File: src/rtl/irqd_pkg.sv
package irqd_pkg;

    localparam int IRQD_IP_W = 6;

    // Meaning of the stored maskable-level slot
    typedef enum logic [1:0] {
        LK_NONE    = 2'd0,
        LK_CLEARED = 2'd1,
        LK_REQ     = 2'd2
    } lvl_kind_e;

    // Source served at a boundary
    typedef enum logic [2:0] {
        SEL_IDLE = 3'd0,
        SEL_RST  = 3'd1,
        SEL_NMI  = 3'd2,
        SEL_CLR  = 3'd3,
        SEL_LVL  = 3'd4
    } sel_e;

    // Fixed priority: reset, then NMI, then the level slot
    function automatic sel_e pick_source(input logic rst_p, input logic nmi_p,
                                         input lvl_kind_e kind);
        sel_e s;
        if (rst_p)                    s = SEL_RST;
        else if (nmi_p)               s = SEL_NMI;
        else if (kind == LK_CLEARED)  s = SEL_CLR;
        else if (kind == LK_REQ)      s = SEL_LVL;
        else                          s = SEL_IDLE;
        return s;
    endfunction

endpackage

File: src/rtl/irqd_pending.sv
module irqd_pending
    import irqd_pkg::*;
#(
    parameter int IP_W = IRQD_IP_W
) (
    input  logic            clk,
    input  logic            rst,
    input  logic            rst_evt,
    input  logic            nmi_evt,
    input  logic            lvl_evt,
    input  logic [IP_W-1:0] lvl_val,
    input  logic            boundary,
    input  sel_e            sel,
    input  logic            lvl_hit,
    output logic            rst_pend,
    output logic            nmi_pend,
    output lvl_kind_e       lvl_kind,
    output logic [IP_W-1:0] lvl_pend
);

    logic take_rst, take_nmi, take_lvl;

    always_comb begin
        take_rst = boundary && (sel == SEL_RST);
        take_nmi = boundary && (sel == SEL_NMI);
        take_lvl = boundary && ((sel == SEL_CLR) || ((sel == SEL_LVL) && lvl_hit));
    end

    // A new event in the serving cycle wins over the clear
    always_ff @(posedge clk) begin
        if (rst) begin
            rst_pend <= 1'b0;
            nmi_pend <= 1'b0;
            lvl_kind <= LK_NONE;
            lvl_pend <= '0;
        end else begin
            rst_pend <= rst_evt | (rst_pend & ~take_rst);
            nmi_pend <= nmi_evt | (nmi_pend & ~take_nmi);
            if (lvl_evt) begin
                lvl_kind <= (lvl_val == '0) ? LK_CLEARED : LK_REQ;
                lvl_pend <= lvl_val;
            end else if (take_lvl) begin
                lvl_kind <= LK_NONE;
            end
        end
    end

endmodule

File: src/rtl/irqd_arbiter.sv
module irqd_arbiter
    import irqd_pkg::*;
#(
    parameter int IP_W = IRQD_IP_W
) (
    input  logic            rst_pend,
    input  logic            nmi_pend,
    input  lvl_kind_e       lvl_kind,
    input  logic [IP_W-1:0] lvl_pend,
    input  logic            irq_en,
    input  logic [IP_W-1:0] irq_mask,
    output sel_e            sel,
    output logic            lvl_hit
);

    always_comb begin
        sel     = pick_source(rst_pend, nmi_pend, lvl_kind);
        lvl_hit = irq_en && ((lvl_pend & irq_mask) != '0);
    end

endmodule

File: src/rtl/irqd_cause.sv
module irqd_cause
    import irqd_pkg::*;
#(
    parameter int IP_W = IRQD_IP_W
) (
    input  logic            clk,
    input  logic            rst,
    input  logic            boundary,
    input  sel_e            sel,
    input  logic            lvl_hit,
    input  logic [IP_W-1:0] lvl_pend,
    output logic [IP_W-1:0] cause_ip,
    output logic            rn_exc,
    output logic            int_exc
);

    always_ff @(posedge clk) begin
        if (rst) begin
            cause_ip <= '0;
            rn_exc   <= 1'b0;
            int_exc  <= 1'b0;
        end else begin
            rn_exc  <= 1'b0;
            int_exc <= 1'b0;
            if (boundary) begin
                unique case (sel)
                    SEL_RST, SEL_NMI: rn_exc <= 1'b1;
                    SEL_CLR:          cause_ip <= '0;
                    SEL_LVL: begin
                        cause_ip <= lvl_pend;
                        int_exc  <= lvl_hit;
                    end
                    default: ;
                endcase
            end
        end
    end

    AST_CLR_SILENT: assert property (@(posedge clk) disable iff (rst)
        (boundary && sel == SEL_CLR) |=> (cause_ip == '0 && !int_exc && !rn_exc));

    AST_RN_SKIPS_IP: assert property (@(posedge clk) disable iff (rst)
        (boundary && (sel == SEL_RST || sel == SEL_NMI)) |=> $stable(cause_ip));

endmodule

File: src/rtl/irq_deliver_ctrl.sv
module irq_deliver_ctrl
    import irqd_pkg::*;
#(
    parameter int IP_W = IRQD_IP_W
) (
    input  logic            clk,
    input  logic            rst,
    input  logic            boundary_i,
    input  logic            rst_req_i,
    input  logic            nmi_req_i,
    input  logic            lvl_evt_i,
    input  logic [IP_W-1:0] lvl_val_i,
    input  logic            irq_en_i,
    input  logic [IP_W-1:0] irq_mask_i,
    output logic [IP_W-1:0] cause_ip_o,
    output logic            rn_exc_o,
    output logic            int_exc_o
);

    logic            rst_pend, nmi_pend, lvl_hit;
    lvl_kind_e       lvl_kind;
    logic [IP_W-1:0] lvl_pend;
    sel_e            sel;

    irqd_pending #(.IP_W(IP_W)) u_pend (
        .clk      (clk),
        .rst      (rst),
        .rst_evt  (rst_req_i),
        .nmi_evt  (nmi_req_i),
        .lvl_evt  (lvl_evt_i),
        .lvl_val  (lvl_val_i),
        .boundary (boundary_i),
        .sel      (sel),
        .lvl_hit  (lvl_hit),
        .rst_pend (rst_pend),
        .nmi_pend (nmi_pend),
        .lvl_kind (lvl_kind),
        .lvl_pend (lvl_pend)
    );

    irqd_arbiter #(.IP_W(IP_W)) u_arb (
        .rst_pend (rst_pend),
        .nmi_pend (nmi_pend),
        .lvl_kind (lvl_kind),
        .lvl_pend (lvl_pend),
        .irq_en   (irq_en_i),
        .irq_mask (irq_mask_i),
        .sel      (sel),
        .lvl_hit  (lvl_hit)
    );

    irqd_cause #(.IP_W(IP_W)) u_cause (
        .clk      (clk),
        .rst      (rst),
        .boundary (boundary_i),
        .sel      (sel),
        .lvl_hit  (lvl_hit),
        .lvl_pend (lvl_pend),
        .cause_ip (cause_ip_o),
        .rn_exc   (rn_exc_o),
        .int_exc  (int_exc_o)
    );

    // One cycle after reset release, so that $past/$stable see valid history
    logic armed;
    always_ff @(posedge clk) begin
        if (rst) armed <= 1'b0;
        else     armed <= 1'b1;
    end

    AST_ONE_EXC_KIND: assert property (@(posedge clk) disable iff (rst)
        !(rn_exc_o && int_exc_o));

    AST_RN_AFTER_STROBE: assert property (@(posedge clk) disable iff (rst || !armed)
        rn_exc_o |-> $past(boundary_i));

    AST_IP_QUIET: assert property (@(posedge clk) disable iff (rst || !armed)
        !$past(boundary_i) |-> ($stable(cause_ip_o) && !int_exc_o));

    AST_INT_ALLOWED: assert property (@(posedge clk) disable iff (rst || !armed)
        int_exc_o |-> ($past(irq_en_i) && (($past(irq_mask_i) & cause_ip_o) != '0)));

endmodule

File: config.mk
export PLATFORM = sky130hd
export DESIGN_NAME = irq_deliver_ctrl
export DESIGN_NICKNAME = d
export VERILOG_FILES = /design/src/rtl/irqd_pkg.sv /design/src/rtl/irqd_pending.sv /design/src/rtl/irqd_arbiter.sv /design/src/rtl/irqd_cause.sv /design/src/rtl/irq_deliver_ctrl.sv
export SDC_FILE = /design/constraint.sdc
export NUM_CORES = 1
export LEC_CHECK = 0
export ABC_AREA = 1
export BUFFER_PORTS_ARGS = -buffer_cell sky130_fd_sc_hd__buf_2
export CORE_ASPECT_RATIO = 0.9
export CORE_UTILIZATION = 25
export DETAILED_ROUTE_END_ITERATION = 8
export GPL_ROUTABILITY_DRIVEN = 1
export RECOVER_POWER = 50
export SETUP_SLACK_MARGIN = 0.3
export SLEW_MARGIN = 20
export SYNTH_ARGS = -nofsm -noshare
export SYNTH_HDL_FRONTEND = slang
export SYNTH_HIERARCHICAL = 1
export SYNTH_SLANG_ARGS = --single-unit
File: constraint.sdc
create_clock -name clk -period 1.99 [get_ports clk]
set_clock_uncertainty 0.05 [all_clocks]
set_input_delay 0.4975 -clock clk [delete_from_list [all_inputs] [get_ports clk]]
set_output_delay 0.4975 -clock clk [all_outputs]
set_load 0.05 [all_outputs]
# --- Word level (Yosys, flattened, before mapping) ---
# Cells that the tools add are included.
op_classes:
  addsub: 0
  n_mul: 0
  div_mod_pow: 0
  n_lt_le_gt_ge: 0
  eq_ne: 6
  n_shift: 0
  mux: 9
  bitwise: 9
  n_reduce_logical: 14
ops:
  columns: ["cell", "count"]
  rows:
  - ["$mux W3", 4]
  - ["$pmux W6 S2", 1]
  - ["$and A6 B6 Y6", 1]
  - ["$eq A3 B2 Y1 const B", 2]
  - ["$logic_not A6 Y1", 1]
  - ["$mux W2", 3]
  - ["$reduce_bool A6 Y1", 1]
  - ["$logic_and A1 B1 Y1", 5]
  - ["$not A1 Y1", 4]
  - ["$reduce_bool A2 Y1", 2]
  - ["$reduce_or A2 Y1", 2]
  - ["$eq A3 B1 Y1 const B", 1]
  - ["$eq A3 B3 Y1 const B", 1]
  - ["$reduce_or A3 Y1", 1]
  - ["$and A1 B1 Y1", 2]
  - ["$eq A2 B1 Y1 const B", 1]
  - ["$eq A2 B2 Y1 const B", 1]
  - ["$or A1 B1 Y1", 2]
  - ["$reduce_and A2 Y1", 1]
  - ["$logic_or A1 B1 Y1", 1]
  - ["$mux W1", 1]
word_totals:
  reg_bits: 18
  latch_bits: 0
  ramBits: 0
  mem_bits_ro: 0
  input_bits: 19
  output_inout_bits: 8
  n_memories: 0

# --- Depth between registers and ports, before layout ---
depth:
  word_depth: 11
  mapped_depth: 9

# --- Cells and area by module ---
# The synthesis kept the hierarchy.
by_module_without_submodules:
  columns: ["mod", "n_inst", "cells_each", "area_per_inst_um2", "seq_area_each_um2"]
  rows:
  - ["irqd_pending", 1, 57, 420.4, 200.2]
  - ["irqd_cause", 1, 39, 360.3, 160.2]
  - ["irqd_arbiter", 1, 19, 86.3, 0.0]

# --- Worst setup path after synthesis ---
# OpenSTA, ideal clock, no wires.
synth_path:
  path_kind: "flip-flop to flip-flop"
  from: "register u_pend.lvl_kind[1]"
  to: "register u_cause.cause_ip[0]"
  setup_ps: 132
  arrival_time_ps: 1181
  required_ps: 1808
  path_slack_ps: 627
  stages_incl_launch_ff: 9
  path_buffers: 0
  synth_period_minus_slack_ps: 1363
  cell_sequence: "dfxtp_1 inv_1 nand2_1 a21oi_1 nand2_1 inv_1 nand2_4 nand3_1 a21oi_1"
synth_via:
  word_cells_on_any_way: 11
  cone_classes: "eq/ne (4); mux (5); reduce/logical (2)"
synth_rtl:
  columns: ["element", "line_no", "rtl"]
  rows:
  - ["from (decl)", "irqd_pending.sv:17", "output lvl_kind_e lvl_kind,"]
  - ["from (signal assigned)", "irqd_pending.sv:40", "lvl_kind <= (lvl_val == '0) ? LK_CLEARED : LK_REQ;"]
  - ["$eq A2 B1 Y1 *", "irqd_pkg.sv:27", "else if (kind == LK_CLEARED) s = SEL_CLR;"]
  - ["$mux W3 *", "irqd_pkg.sv:27", null]
  - ["$mux W3 *", "irqd_pkg.sv:26", "else if (nmi_p) s = SEL_NMI;"]
  - ["$mux W3 *", "irqd_pkg.sv:25", "if (rst_p) s = SEL_RST;"]
  - ["via sel[1]", "irq_deliver_ctrl.sv:23", "sel_e sel;"]
  - ["$eq A3 B2 Y1 / $eq A3 B3 Y1 (equally long branches)", "irqd_cause.sv:26", "unique case (sel)"]
  - ["$reduce_bool A2 Y1 (no source line)", null, null]
  - ["$reduce_and A2 Y1 (no source line)", null, null]
  - ["to (signal assigned)", "irqd_cause.sv:30", "cause_ip <= lvl_pend;"]
  - ["to (decl)", "irqd_cause.sv:12", "output logic [IP_W-1:0] cause_ip,"]
# Mark *: on every way through the listed nets, which the timed path passes. The rest lies on a longest branch.
# A chain may end at the register's enable or synchronous reset.

# --- Worst setup path in the final report ---
layout_path:
  from: "register u_cause.cause_ip[5]"
  to: "output cause_ip_o[5]"
layout_rtl:
  columns: ["element", "line_no", "rtl"]
  rows:
  - ["to (decl)", "irq_deliver_ctrl.sv:15", "output logic [IP_W-1:0] cause_ip_o,"]
# No word-level cell between the ends.

==> impl_metrics.csv <==
group,metric,value,unit
detailed_routing,ant_nets,0,
pwr,finalPower,810,uW
detailed_routing,remaining_drc_errors,0,
place,hpwl,1630,um
synth,synth_edf_count,0,
place,portBuffers,26,
place,gp_congestion,0.755,
cts,root_buffer,"clkbuf_8",
worst_setup_path,cp-start-kind,"flip-flop",
synth,yosys_most_used_dff,"dfxtp_1",
cts,htreeDepth,1,
detailed_routing,detailroute.via_count,860,
layout,insertedDiodeCount,0,
cts,cts.sinks,18,
synth,yosys.cell_types.count,21,
layout,fill_cells,359,
worst_setup_path,slowest_stage,"clkbuf_1",
cts,cts_buffer_depth,2,
synth,synth_nets,134,
timing,drv_slew,0,
worst_setup_path,cpPeakStageDelay,0.47,ns
floorplan,core.rowCount,19,
synth,yosysSeqAreaShare,0.416,
layout,drive_gt1_frac,0.245,
pwr,ir_drop,0.459,mV
timing,tightest_slew,0.605,ns
floorplan,initial_core_util,0.272,
hold_path,hold_end,"u_pend/rst_pend",
pwr,p_leak,0.000483,uW
synth,ys_seq_elements,18,
job,max-cap-violations,0,
layout,layout_common_cells,"nand2_1, buf_2, dfxtp_1",
cts,cts_tree,"done",
worst_setup_path,reg2regPathDepth,7,
timing,setup_viol,0,
worst_setup_path,rr_endpoint,"u_cause/cause_ip[1]",
timing,tns,0,ns
synth,ys_top_cells_by_area,"dfxtp_1, nand2_1, a21oi_1",
grt,grt-ovfl-total,0,
detailed_routing,routed_wl,2160,um
floorplan,coreArea,0.00319,mm2
floorplan,die_x,64.1,um
floorplan,ios,27,
timing,hold_viol_final,0,
synth,synth_top_area_share,0.416,
grt,antenna_found_initial,0,
run_status,outcome,"completed",
worst_setup_path,crit_chain,"clkbuf_1",
timing,post-route-min-period,1.61,ns
layout,nets,163,
synth,synth.avg_cell_area,7.54,um2
worst_setup_path,cp_top_family,"buffers and inverters",
timing,rsz0062_at_grt,"false",
cts,cts_post_setup_buffers_inserted,0,
worst_setup_path,path_buf_inv,1,
detailed_routing,wl_per_cell,11.7,um
timing,timing.fmax,620,MHz
worst_setup_path,crit_type,"reg -> out",
detailed_routing,drt_iter0_markers,33,
timing,max_slew_margin,0.598,
layout,syn_to_final_growth,24.7,%
layout,final_common_cell,"nand2_1",
synth,synth_area,867,um2
detailed_routing,first_pass_iters,4,
grt,first_global_vias,779,
pwr,p_per_area,749,mW/mm2
hold_path,hold_path.startpoint,"rst_req_i",
cts,path_clk_slew,0.07,ns
worst_setup_path,required,1.44,ns
floorplan,die-area,0.00371,mm2
grt,grt_pass1_wl,3450,um
cts,clk_latency,0.26,ns
synth,yosys.area.top_type,"dfxtp_1",
cts,hold_buffers,0,
worst_setup_path,worst-path-max-fanout,2,
worst_setup_path,cp.arrival,1.07,ns
hold_path,min_path_cells,3,
worst_setup_path,r2r_slack,0.47,ns
timing,fin_crit_sh,0.811,
worst_setup_path,cp-end-kind,"primary output",
grt,grtUsageTotal,0.126,
synth,syn_inst,115,
hold_path,worstHoldPathType,"in -> reg",
cts,post_cts_resized,0,
worst_setup_path,r2r_start,"u_pend/lvl_kind[0]",
cts,cts-buffers-inserted,3,
worst_setup_path,cp-startpoint,"u_cause/cause_ip[5]",
synth,async_reset_ff_frac,0,
synth,ys_warn_count,6,
grt,grt_max_degree,14,
detailed_routing,viasPerCell,4.65,
floorplan,fp.dieH,57.9,um
## final cells by class
class	instances	area (um2)	share of cell area
Clock buffer	4	55.1	0.0509
Inverter	15	56.3	0.0521
Multi-Input combinational cell	79	427	0.395
Sequential cell	18	360	0.333
Tap cell	42	52.6	0.0486
Timing Repair Buffer	27	130	0.120
## cell usage after synthesis (2+ instances only)
master    instances
a21oi_1          13
buf_4             2
dfxtp_1          18
inv_1            13
inv_2             2
nand2_1          24
nand3_1           6
nand4_1           6
nor2_1           10
nor2_4            2
o21ai_0           7
o21bai_1          3
## report_power, final
part | internal [uW] | total (uW) | leakage (uW) | switching [uW]
Clock | 176 | 307 | 0.0000288 | 131
Sequential | 375 | 388 | 0.000148 | 13.0
Combinational | 40.7 | 115 | 0.000306 | 73.8
Total | 592 | 810 | 0.000483 | 218
## registers in the layout (all words and copies together), names as in the netlist
name and cells:
u_pend/lvl_pend 6, u_cause/cause_ip 6, u_cause/int_exc 1, u_pend/rst_pend 1, u_pend/nmi_pend 1, u_cause/rn_exc 1
u_pend/lvl_kind 2
## worst max path at each step
stage	end	slack [ns]	cells after the start
6_report	cause_ip_o[5]	0.38	1
5_1_grt	u_pend/lvl_kind[0]	0.30	8
4_1_cts	u_cause/cause_ip[1]	0.48	7
3_5_place_dp	u_pend/lvl_kind[0]	0.44	10
3_3_place_gp	u_pend/lvl_kind[0]	0.42	10
2_1_floorplan	u_cause/cause_ip[0]	0.63	8
## stage by stage
stage / instance area [um2] / utilization / cells / hold WS (ns) / setup slack, ns
3_3_place_gp: 1040 / 0.326 / 181 / 0.419 / 0.417
5_1_grt: 1080 / 0.339 / 185 / 0.430 / 0.302
2_1_floorplan: 867 / - / 115 / 0.396 / 0.627
6_report: 1080 / 0.339 / 185 / 0.424 / 0.376
4_1_cts: 1090 / 0.343 / 185 / 0.426 / 0.485
3_5_place_dp: 1040 / 0.326 / 181 / 0.422 / 0.438
## metal layers
| metal | part of all wire | vias to the layer above | track usage |
|---|---|---|---|
| met4 | 0.014 | 0 | 0.0487 |
| li1 | - | 434 | - |
| met1 | 0.48 | 399 | 0.150 |
| met5 | 0 | - | 0 |
| met2 | 0.46 | 23 | 0.208 |
| met3 | 0.045 | 4 | 0.0433 |
## logic make-up (layout without fill, tap and decap cells)
family / after synthesis / in the layout / share of synthesized area
buf+inv: 18 / 46 / 0.0866
simple gates: 55 / 55 / 0.346
flops: 18 / 18 / 0.416
compound gates: 24 / 24 / 0.152
(Power assumes the default switching activity.)
